`src/rtl/sbc_pkg.sv`:
```
package sbc_pkg;
    parameter int ADDR_W = 16;
    parameter int DATA_W = 32;
    parameter int IDX_W  = 3;
    parameter int SUB_W  = 1;
    parameter int OFF_W  = 2;

    localparam int TAG_W = ADDR_W - IDX_W - SUB_W - OFF_W;
    localparam int LINES = 1 << IDX_W;
    localparam int SUBS  = 1 << SUB_W;
    localparam int WORDS = 1 << OFF_W;
    localparam int LOC_W = IDX_W + SUB_W + OFF_W;
    localparam int DEPTH = 1 << LOC_W;

    typedef struct packed {
        logic [TAG_W-1:0] tag;
        logic [IDX_W-1:0] idx;
        logic [SUB_W-1:0] sub;
        logic [OFF_W-1:0] off;
    } addr_t;

    typedef struct packed {
        logic [IDX_W-1:0] idx;
        logic [SUB_W-1:0] sub;
        logic [OFF_W-1:0] off;
    } loc_t;

    typedef enum logic {ST_IDLE, ST_FILL} fsm_t;

    function automatic logic [OFF_W-1:0] wrap_off(input logic [OFF_W-1:0] start,
                                                  input logic [OFF_W-1:0] step);
        return start + step;
    endfunction
endpackage

```
`src/rtl/sbc_store.sv`:
```
module sbc_store
    import sbc_pkg::*;
(
    input  logic              clk,
    input  logic              rst,
    input  addr_t             rd_addr,
    output logic [TAG_W-1:0]  rd_tag,
    output logic [SUBS-1:0]   rd_vld,
    output logic [DATA_W-1:0] rd_word,
    input  logic              claim_en,
    input  logic [IDX_W-1:0]  claim_idx,
    input  logic [TAG_W-1:0]  claim_tag,
    input  logic              mark_en,
    input  logic [IDX_W-1:0]  mark_idx,
    input  logic [SUB_W-1:0]  mark_sub,
    input  logic              wr_en,
    input  loc_t              wr_loc,
    input  logic [DATA_W-1:0] wr_data
);
    logic [SUBS-1:0]   vld  [LINES];
    logic [TAG_W-1:0]  tags [LINES];
    logic [DATA_W-1:0] dat  [DEPTH];
    loc_t              rd_loc;

    always_ff @(posedge clk) begin
        if (rst) begin
            for (int l = 0; l < LINES; l++) begin
                vld[l]  <= '0;
                tags[l] <= '0;
            end
        end else begin
            if (claim_en) begin
                vld[claim_idx]  <= '0;
                tags[claim_idx] <= claim_tag;
            end
            if (mark_en)
                vld[mark_idx][mark_sub] <= 1'b1;
        end
    end

    always_ff @(posedge clk) begin
        if (wr_en)
            dat[wr_loc] <= wr_data;
    end

    assign rd_loc  = '{idx: rd_addr.idx, sub: rd_addr.sub, off: rd_addr.off};
    assign rd_tag  = tags[rd_addr.idx];
    assign rd_vld  = vld[rd_addr.idx];
    assign rd_word = dat[rd_loc];

    // the first cycle after reset sees every line empty
    a_r1_reset_empty: assert property (@(posedge clk) disable iff (rst)
        $past(rst) |-> (vld[rd_addr.idx] == '0));

    // a claimed line holds no valid sub-block unless one is marked at once
    a_r7_claim_clears: assert property (@(posedge clk) disable iff (rst)
        (claim_en && !mark_en) |=> (vld[$past(claim_idx)] == '0));
endmodule

```
`src/rtl/sbc_match.sv`:
```
module sbc_match
    import sbc_pkg::*;
(
    input  addr_t            addr,
    input  logic [TAG_W-1:0] line_tag,
    input  logic [SUBS-1:0]  line_vld,
    output logic             tag_eq,
    output logic             hit
);
    logic [SUBS-1:0] sub_hit;

    assign tag_eq = (line_tag == addr.tag);

    for (genvar s = 0; s < SUBS; s++) begin : g_sub
        assign sub_hit[s] = tag_eq && line_vld[s] && (addr.sub == SUB_W'(s));
    end

    assign hit = |sub_hit;
endmodule

```
`src/rtl/sbc_ctrl.sv`:
```
module sbc_ctrl
    import sbc_pkg::*;
(
    input  logic              clk,
    input  logic              rst,
    input  logic              cpu_req,
    input  logic              cpu_we,
    input  addr_t             cpu_addr,
    input  logic [DATA_W-1:0] cpu_wdata,
    output logic              cpu_ack,
    output logic [DATA_W-1:0] cpu_rdata,
    input  logic              hit,
    input  logic              tag_eq,
    input  logic [DATA_W-1:0] rd_word,
    output logic              mem_rd_start,
    input  logic              mem_rd_valid,
    input  logic [DATA_W-1:0] mem_rd_data,
    output logic              mem_wr_en,
    output logic              claim_en,
    output logic              mark_en,
    output logic [IDX_W-1:0]  mark_idx,
    output logic [SUB_W-1:0]  mark_sub,
    output logic              wr_en,
    output loc_t              wr_loc,
    output logic [DATA_W-1:0] wr_data,
    output logic              busy
);
    fsm_t             state;
    addr_t            base;
    logic [OFF_W-1:0] fill_cnt;
    logic             last_word;

    assign busy      = (state == ST_FILL);
    assign last_word = (fill_cnt == OFF_W'(WORDS - 1));
    assign mark_idx  = base.idx;
    assign mark_sub  = base.sub;

    always_comb begin
        cpu_ack      = 1'b0;
        cpu_rdata    = '0;
        mem_rd_start = 1'b0;
        mem_wr_en    = 1'b0;
        claim_en     = 1'b0;
        mark_en      = 1'b0;
        wr_en        = 1'b0;
        wr_loc       = '{idx: cpu_addr.idx, sub: cpu_addr.sub, off: cpu_addr.off};
        wr_data      = cpu_wdata;
        unique case (state)
            ST_IDLE: begin
                if (cpu_req) begin
                    if (cpu_we) begin
                        mem_wr_en = 1'b1;
                        cpu_ack   = 1'b1;
                        wr_en     = hit;
                    end else if (hit) begin
                        cpu_ack   = 1'b1;
                        cpu_rdata = rd_word;
                    end else begin
                        mem_rd_start = 1'b1;
                        claim_en     = !tag_eq;
                    end
                end
            end
            ST_FILL: begin
                wr_loc  = '{idx: base.idx, sub: base.sub, off: wrap_off(base.off, fill_cnt)};
                wr_data = mem_rd_data;
                if (mem_rd_valid) begin
                    wr_en = 1'b1;
                    if (fill_cnt == '0) begin
                        cpu_ack   = 1'b1;
                        cpu_rdata = mem_rd_data;
                    end
                    mark_en = last_word;
                end
            end
            default: ;
        endcase
    end

    always_ff @(posedge clk) begin
        if (rst) begin
            state    <= ST_IDLE;
            base     <= '0;
            fill_cnt <= '0;
        end else begin
            unique case (state)
                ST_IDLE: begin
                    if (mem_rd_start) begin
                        state    <= ST_FILL;
                        base     <= cpu_addr;
                        fill_cnt <= '0;
                    end
                end
                ST_FILL: begin
                    if (mem_rd_valid) begin
                        fill_cnt <= fill_cnt + 1'b1;
                        if (last_word)
                            state <= ST_IDLE;
                    end
                end
                default: state <= ST_IDLE;
            endcase
        end
    end

    // a burst start always opens a refill
    a_r3_start_opens_fill: assert property (@(posedge clk) disable iff (rst)
        mem_rd_start |=> busy);

    // nothing new is issued to memory during a refill
    a_r8_quiet_in_fill: assert property (@(posedge clk) disable iff (rst)
        busy |-> (!mem_wr_en && !mem_rd_start));

    // at most one acknowledge per refill
    a_r8_single_ack: assert property (@(posedge clk) disable iff (rst)
        (busy && $past(busy) && $past(cpu_ack)) |-> !cpu_ack);

    // the fourth valid word ends the refill
    a_r5_fill_ends: assert property (@(posedge clk) disable iff (rst)
        (busy && mem_rd_valid && last_word) |=> !busy);

    // an idle memory cycle leaves the refill position unchanged
    a_r10_gap_holds: assert property (@(posedge clk) disable iff (rst)
        (busy && !mem_rd_valid) |=> (busy && $stable(fill_cnt)));
endmodule

```
`src/rtl/sbc_cache.sv`:
```
module sbc_cache
    import sbc_pkg::*;
(
    input  logic              clk,
    input  logic              rst,
    input  logic              cpu_req,
    input  logic              cpu_we,
    input  logic [ADDR_W-1:0] cpu_addr,
    input  logic [DATA_W-1:0] cpu_wdata,
    output logic              cpu_ack,
    output logic [DATA_W-1:0] cpu_rdata,
    output logic              mem_rd_start,
    output logic [ADDR_W-1:0] mem_rd_addr,
    input  logic              mem_rd_valid,
    input  logic [DATA_W-1:0] mem_rd_data,
    output logic              mem_wr_en,
    output logic [ADDR_W-1:0] mem_wr_addr,
    output logic [DATA_W-1:0] mem_wr_data
);
    addr_t             req_addr;
    logic [TAG_W-1:0]  line_tag;
    logic [SUBS-1:0]   line_vld;
    logic [DATA_W-1:0] line_word;
    logic              tag_eq;
    logic              hit;
    logic              claim_en;
    logic              mark_en;
    logic [IDX_W-1:0]  mark_idx;
    logic [SUB_W-1:0]  mark_sub;
    logic              wr_en;
    loc_t              wr_loc;
    logic [DATA_W-1:0] wr_data;
    logic              busy;

    assign req_addr    = addr_t'(cpu_addr);
    assign mem_rd_addr = cpu_addr;
    assign mem_wr_addr = cpu_addr;
    assign mem_wr_data = cpu_wdata;

    sbc_store u_store (
        .clk       (clk),
        .rst       (rst),
        .rd_addr   (req_addr),
        .rd_tag    (line_tag),
        .rd_vld    (line_vld),
        .rd_word   (line_word),
        .claim_en  (claim_en),
        .claim_idx (req_addr.idx),
        .claim_tag (req_addr.tag),
        .mark_en   (mark_en),
        .mark_idx  (mark_idx),
        .mark_sub  (mark_sub),
        .wr_en     (wr_en),
        .wr_loc    (wr_loc),
        .wr_data   (wr_data)
    );

    sbc_match u_match (
        .addr     (req_addr),
        .line_tag (line_tag),
        .line_vld (line_vld),
        .tag_eq   (tag_eq),
        .hit      (hit)
    );

    sbc_ctrl u_ctrl (
        .clk          (clk),
        .rst          (rst),
        .cpu_req      (cpu_req),
        .cpu_we       (cpu_we),
        .cpu_addr     (req_addr),
        .cpu_wdata    (cpu_wdata),
        .cpu_ack      (cpu_ack),
        .cpu_rdata    (cpu_rdata),
        .hit          (hit),
        .tag_eq       (tag_eq),
        .rd_word      (line_word),
        .mem_rd_start (mem_rd_start),
        .mem_rd_valid (mem_rd_valid),
        .mem_rd_data  (mem_rd_data),
        .mem_wr_en    (mem_wr_en),
        .claim_en     (claim_en),
        .mark_en      (mark_en),
        .mark_idx     (mark_idx),
        .mark_sub     (mark_sub),
        .wr_en        (wr_en),
        .wr_loc       (wr_loc),
        .wr_data      (wr_data),
        .busy         (busy)
    );

    // a read acknowledged outside a refill never fetches
    a_r2_hit_no_fetch: assert property (@(posedge clk) disable iff (rst)
        (cpu_ack && !cpu_we && !busy) |-> !mem_rd_start);

    // an acknowledged write outside a refill goes to memory
    a_r9_write_through: assert property (@(posedge clk) disable iff (rst)
        (cpu_req && cpu_we && cpu_ack && !busy) |-> mem_wr_en);

    // an acknowledge during a refill coincides with a returned word
    a_r4_ack_on_word: assert property (@(posedge clk) disable iff (rst)
        (busy && cpu_ack) |-> mem_rd_valid);
endmodule

```
`config.mk`:
```
export PLATFORM = sky130hd
export DESIGN_NAME = sbc_cache
export DESIGN_NICKNAME = d
export VERILOG_FILES = /design/src/rtl/sbc_pkg.sv /design/src/rtl/sbc_store.sv /design/src/rtl/sbc_match.sv /design/src/rtl/sbc_ctrl.sv /design/src/rtl/sbc_cache.sv
export SDC_FILE = /design/constraint.sdc
export NUM_CORES = 2
export LEC_CHECK = 0
export ABC_AREA = 0
export BUFFER_PORTS_ARGS = -buffer_cell sky130_fd_sc_hd__buf_2
export CORE_MARGIN = 4
export CORE_UTILIZATION = 47
export DETAILED_ROUTE_END_ITERATION = 8
export PLACE_DENSITY = 0.73
export SLEW_MARGIN = 20
export SYNTH_ARGS = -nofsm -noshare
export SYNTH_HDL_FRONTEND = slang
export SYNTH_SLANG_ARGS = --single-unit
```
`constraint.sdc`:
```
create_clock -name clk -period 5.6 [get_ports clk]
set_input_delay 1.12 -clock clk [delete_from_list [all_inputs] [get_ports clk]]
set_output_delay 1.12 -clock clk [all_outputs]
set_load 0.02 [all_outputs]
```
==> results.sh <==
export IMPL_status="finished clean"
export IMPL_dieArea_mm2=0.187
export IMPL_rr_worst_depth=10
export IMPL_p_leak_nw=31.0
export IMPL_htree_num_levels=4
export IMPL_drc=0
export IMPL_r2r_start="u_store.tags[5][3]"
export IMPL_power_frac_seq_pct=54.4
export IMPL_port_buffers=183
export IMPL_met1_length_um=78100
export IMPL_dr_wl_met3_um=24300
export IMPL_yosys_top_cells_area="edfxtp_1 (76%), mux4_2 (16%), mux2i_1 (1.4%)"
export IMPL_cpMaxStageDelayCell="or4_4"
export IMPL_power_share_clock_pct=39.5
export IMPL_overflow=0
export IMPL_yosysUniqueCellTypes=67
export IMPL_path_buf_inv=5
export IMPL_cts_hold_buf=0
export IMPL_grt_pass1_wl_um=309000
export IMPL_num_vias=42166
export IMPL_initial_core_util_pct=47.3
export IMPL_report_final_slew_viol_count=0
export IMPL_grt_start_max_net_pins=71
export IMPL_ys_flop_type="edfxtp_1"
export IMPL_pre_cts_slack_ns=-0.0503
export IMPL_synth_top_area_share_pct=76.2
export IMPL_max_slew_margin_rel_pct=23.1
export IMPL_async_flop_share_pct=0
export IMPL_syn_area_mm2=0.0844
export IMPL_clock_latency_ns=0.84
export IMPL_ys_seq_area_share_pct=76.5
export IMPL_worstSetupPathType="input pin to output pin"
export IMPL_max_slew_worst_pin_slew_ns=1.15
export IMPL_via_per_inst=6.26
export IMPL_layout_common_cells="edfxtp_1 (2,144), mux4_2 (589), buf_4 (248)"
export IMPL_cts_root_buf="clkbuf_16"
export IMPL_rsz0062_at_grt="false"
export IMPL_cpPeakStageDelay_ns=0.58
export IMPL_finalCritPeriodShare_pct=97.6
export IMPL_hold_violations=0
export IMPL_antenna_found_initial=8
export IMPL_worstReg2RegEnd="u_store.dat[10][9]"
export IMPL_synth_top_area_cell="edfxtp_1"
export IMPL_end_kind="output pin"
export IMPL_die_width_um=432
export IMPL_drv_cap=0
export IMPL_rrSetupSlack_ns=1.68
export IMPL_startpoint_type="input pin"
export IMPL_grt_pass1_vias=42309
export IMPL_irDropWorstVdd_mv=0.355
export IMPL_worst_hold_path_type="flip-flop to flip-flop"
export IMPL_crit_end="cpu_rdata[26]"
export IMPL_power_total_w=0.0330
export IMPL_hold_ws_ns=0.519
export IMPL_synth_edff_count=2144
export IMPL_tritoncts="built"
export IMPL_cts_buffers=199
export IMPL_fin_ws_ns=0.135
export IMPL_clock_skew_ns=0.0295
export IMPL_routabilityCongestion=0.822
export IMPL_initialDrtViolationCount=5661
export IMPL_syn_nets=3887
export IMPL_combPwrFrac_pct=6.1
export IMPL_fp_row_count=155
export IMPL_die_h_um=432
export IMPL_firstDrtPassIters=6
export IMPL_gr_usage_all_layers_pct=23.1
export IMPL_nFillCells=12917
export IMPL_cts_clk_slew_worst_paths_ns=0.06
export IMPL_fmax_mhz=183
export IMPL_power_switching_w=0.00712
export IMPL_syn_to_final_growth_pct=14.6
export IMPL_postCtsSetupRepairBufs=0
export IMPL_routed_wl_um=215000
export IMPL_min_delay_start="u_ctrl.base[1]"
export IMPL_syn_mean_instance_area_um2=22.2
export IMPL_routed_top_layer="met5"
export IMPL_switching_share_pct=21.5
export IMPL_netlist_instances=3799
export IMPL_critical_path_top_delay_family="simple AND/OR/NAND/NOR gates"
export IMPL_wl_per_cell_um=31.9
export IMPL_core_mm2=0.179
export IMPL_powerDensity_mw_per_mm2=341
export IMPL_path_depth=12
export IMPL_cts_resized=2
export IMPL_layout_commonest_cell="edfxtp_1"
export IMPL_nets=4301
export IMPL_period_minus_slack_ns=5.47
export IMPL_p_int_w=0.0259
export IMPL_dp_hpwl_um=127000
export IMPL_met2_length_um=105000
export IMPL_worstPathMaxFanout=25
export IMPL_arrival_ns=4.35
export IMPL_setup_violations=0
export IMPL_pin_count=184
export IMPL_clk_path_buf_depth=3
export IMPL_crit_path_frequent_cell="buf_4"
export IMPL_yosys_register_bits=2153
export IMPL_timing_critical_path_from="cpu_addr[3]"
export IMPL_path_cells="buf_4 > buf_4 > inv_6 > nor2_1 > a221oi_1 > xor2_1 > or4_4 > or3_4 > or2_2 > buf_12 > o41ai_2 > buf_4"
export IMPL_synth_warnings=0
export IMPL_drive_above_1_share_pct=34.1
export IMPL_required_ns=4.48
export IMPL_cts_sinks=2153
export IMPL_drtAntennaViolNets=0
-- cells by family after synthesis --
kind of cell    count (synthesis)  share of synthesized area [%]
fa+ha+maj                       3                         0.0445
mux                           747                           17.7
flops                        2153                           76.5
simple gates                  408                           2.27
compound gates                194                           1.79
buf+inv                       287                           1.71
xor+xnor                        7                         0.0726
-- cell type report --
type	instances	area (um^2)	area share (%)
Sequential cell	2153	64600	66.7
Timing Repair Buffer	481	3830	3.96
Inverter	19	81.3	0.0840
Clock inverter	119	1040	1.07
Antenna cell	2	5.00	0.00517
Multi-Input combinational cell	1359	19100	19.8
Clock buffer	250	5200	5.37
Tap cell	2355	2950	3.04
-- sequential cells by signal, indices dropped and copies added, names as in the netlist --
register,flops
u_store.dat,2048
u_store.vld,16
u_ctrl.fill_cnt,2
u_ctrl.mark_sub,1
u_ctrl.base,2
u_ctrl.busy,1
u_ctrl.mark_idx,3
u_store.tags,80
-- worst register-to-register path, stage by stage (launching register included) --
cell      delay (ns)
edfxtp_1        0.39
mux2_2          0.29
o22ai_1         0.22
or3_1           0.14
o211ai_1        0.09
or4_4           0.61
o41ai_4         0.66
nand3_1         0.16
buf_4           0.27
nor2_4          0.52
buf_12          0.26
-- per-stage QoR --
step,instance area [um^2],util [%],std cells,TNS [ns]
2_1_floorplan,84400,-,3799,0
3_3_place_gp,90400,50.6,6367,-0.0512
3_5_place_dp,90400,50.6,6367,-0.112
4_1_cts,96700,54.1,6736,0
5_1_grt,96800,54.2,6736,0
6_report,96800,54.2,6738,0
-- power by group through the flow --
stage | registers (W) | logic, W | clock network (W)
finish | 0.0180 | 0.00201 | 0.0131
global route | 0.0180 | 0.00212 | 0.0139
CTS | 0.0180 | 0.00199 | 0.0132
detailed placement | 0.0183 | 0.00197 | 0
global placement | 0.0183 | 0.00193 | 0
floorplan | 0.0183 | 0.00118 | 0
-- how the worst min path moves through the flow --
| stage | to | slack (ns) | cells past startpoint |
|---|---|---|---|
| after floorplan | u_ctrl.base[0] | 0.45 | 2 |
| after global placement | u_ctrl.base[0] | 0.47 | 2 |
| after detailed placement | u_ctrl.base[0] | 0.49 | 2 |
| after CTS | u_ctrl.base[1] | 0.52 | 2 |
| after global routing | u_ctrl.base[1] | 0.54 | 2 |
| final | u_ctrl.base[1] | 0.52 | 2 |
-- synth_stat cells, types with 11 or more instances --
master	n
mux2i_1	118
nand2b_1	18
inv_1	17
o21ai_0	29
or2_2	11
nor2_1	113
o21bai_1	16
buf_1	29
clkbuf_1	116
a32oi_1	32
a22o_1	11
a22oi_1	13
nand3_1	20
mux2_2	37
buf_4	68
o22ai_1	19
nand2_1	134
mux4_2	589
and2_1	82
edfxtp_1	2144
buf_2	47
-- per-layer routing --
layer,track usage [%],vias to the layer above
li1,-,16770
met1,31.6,22236
met2,37.1,2729
met3,5.42,429
met4,7.89,2
met5,0,-
(Power assumes the default switching activity.)
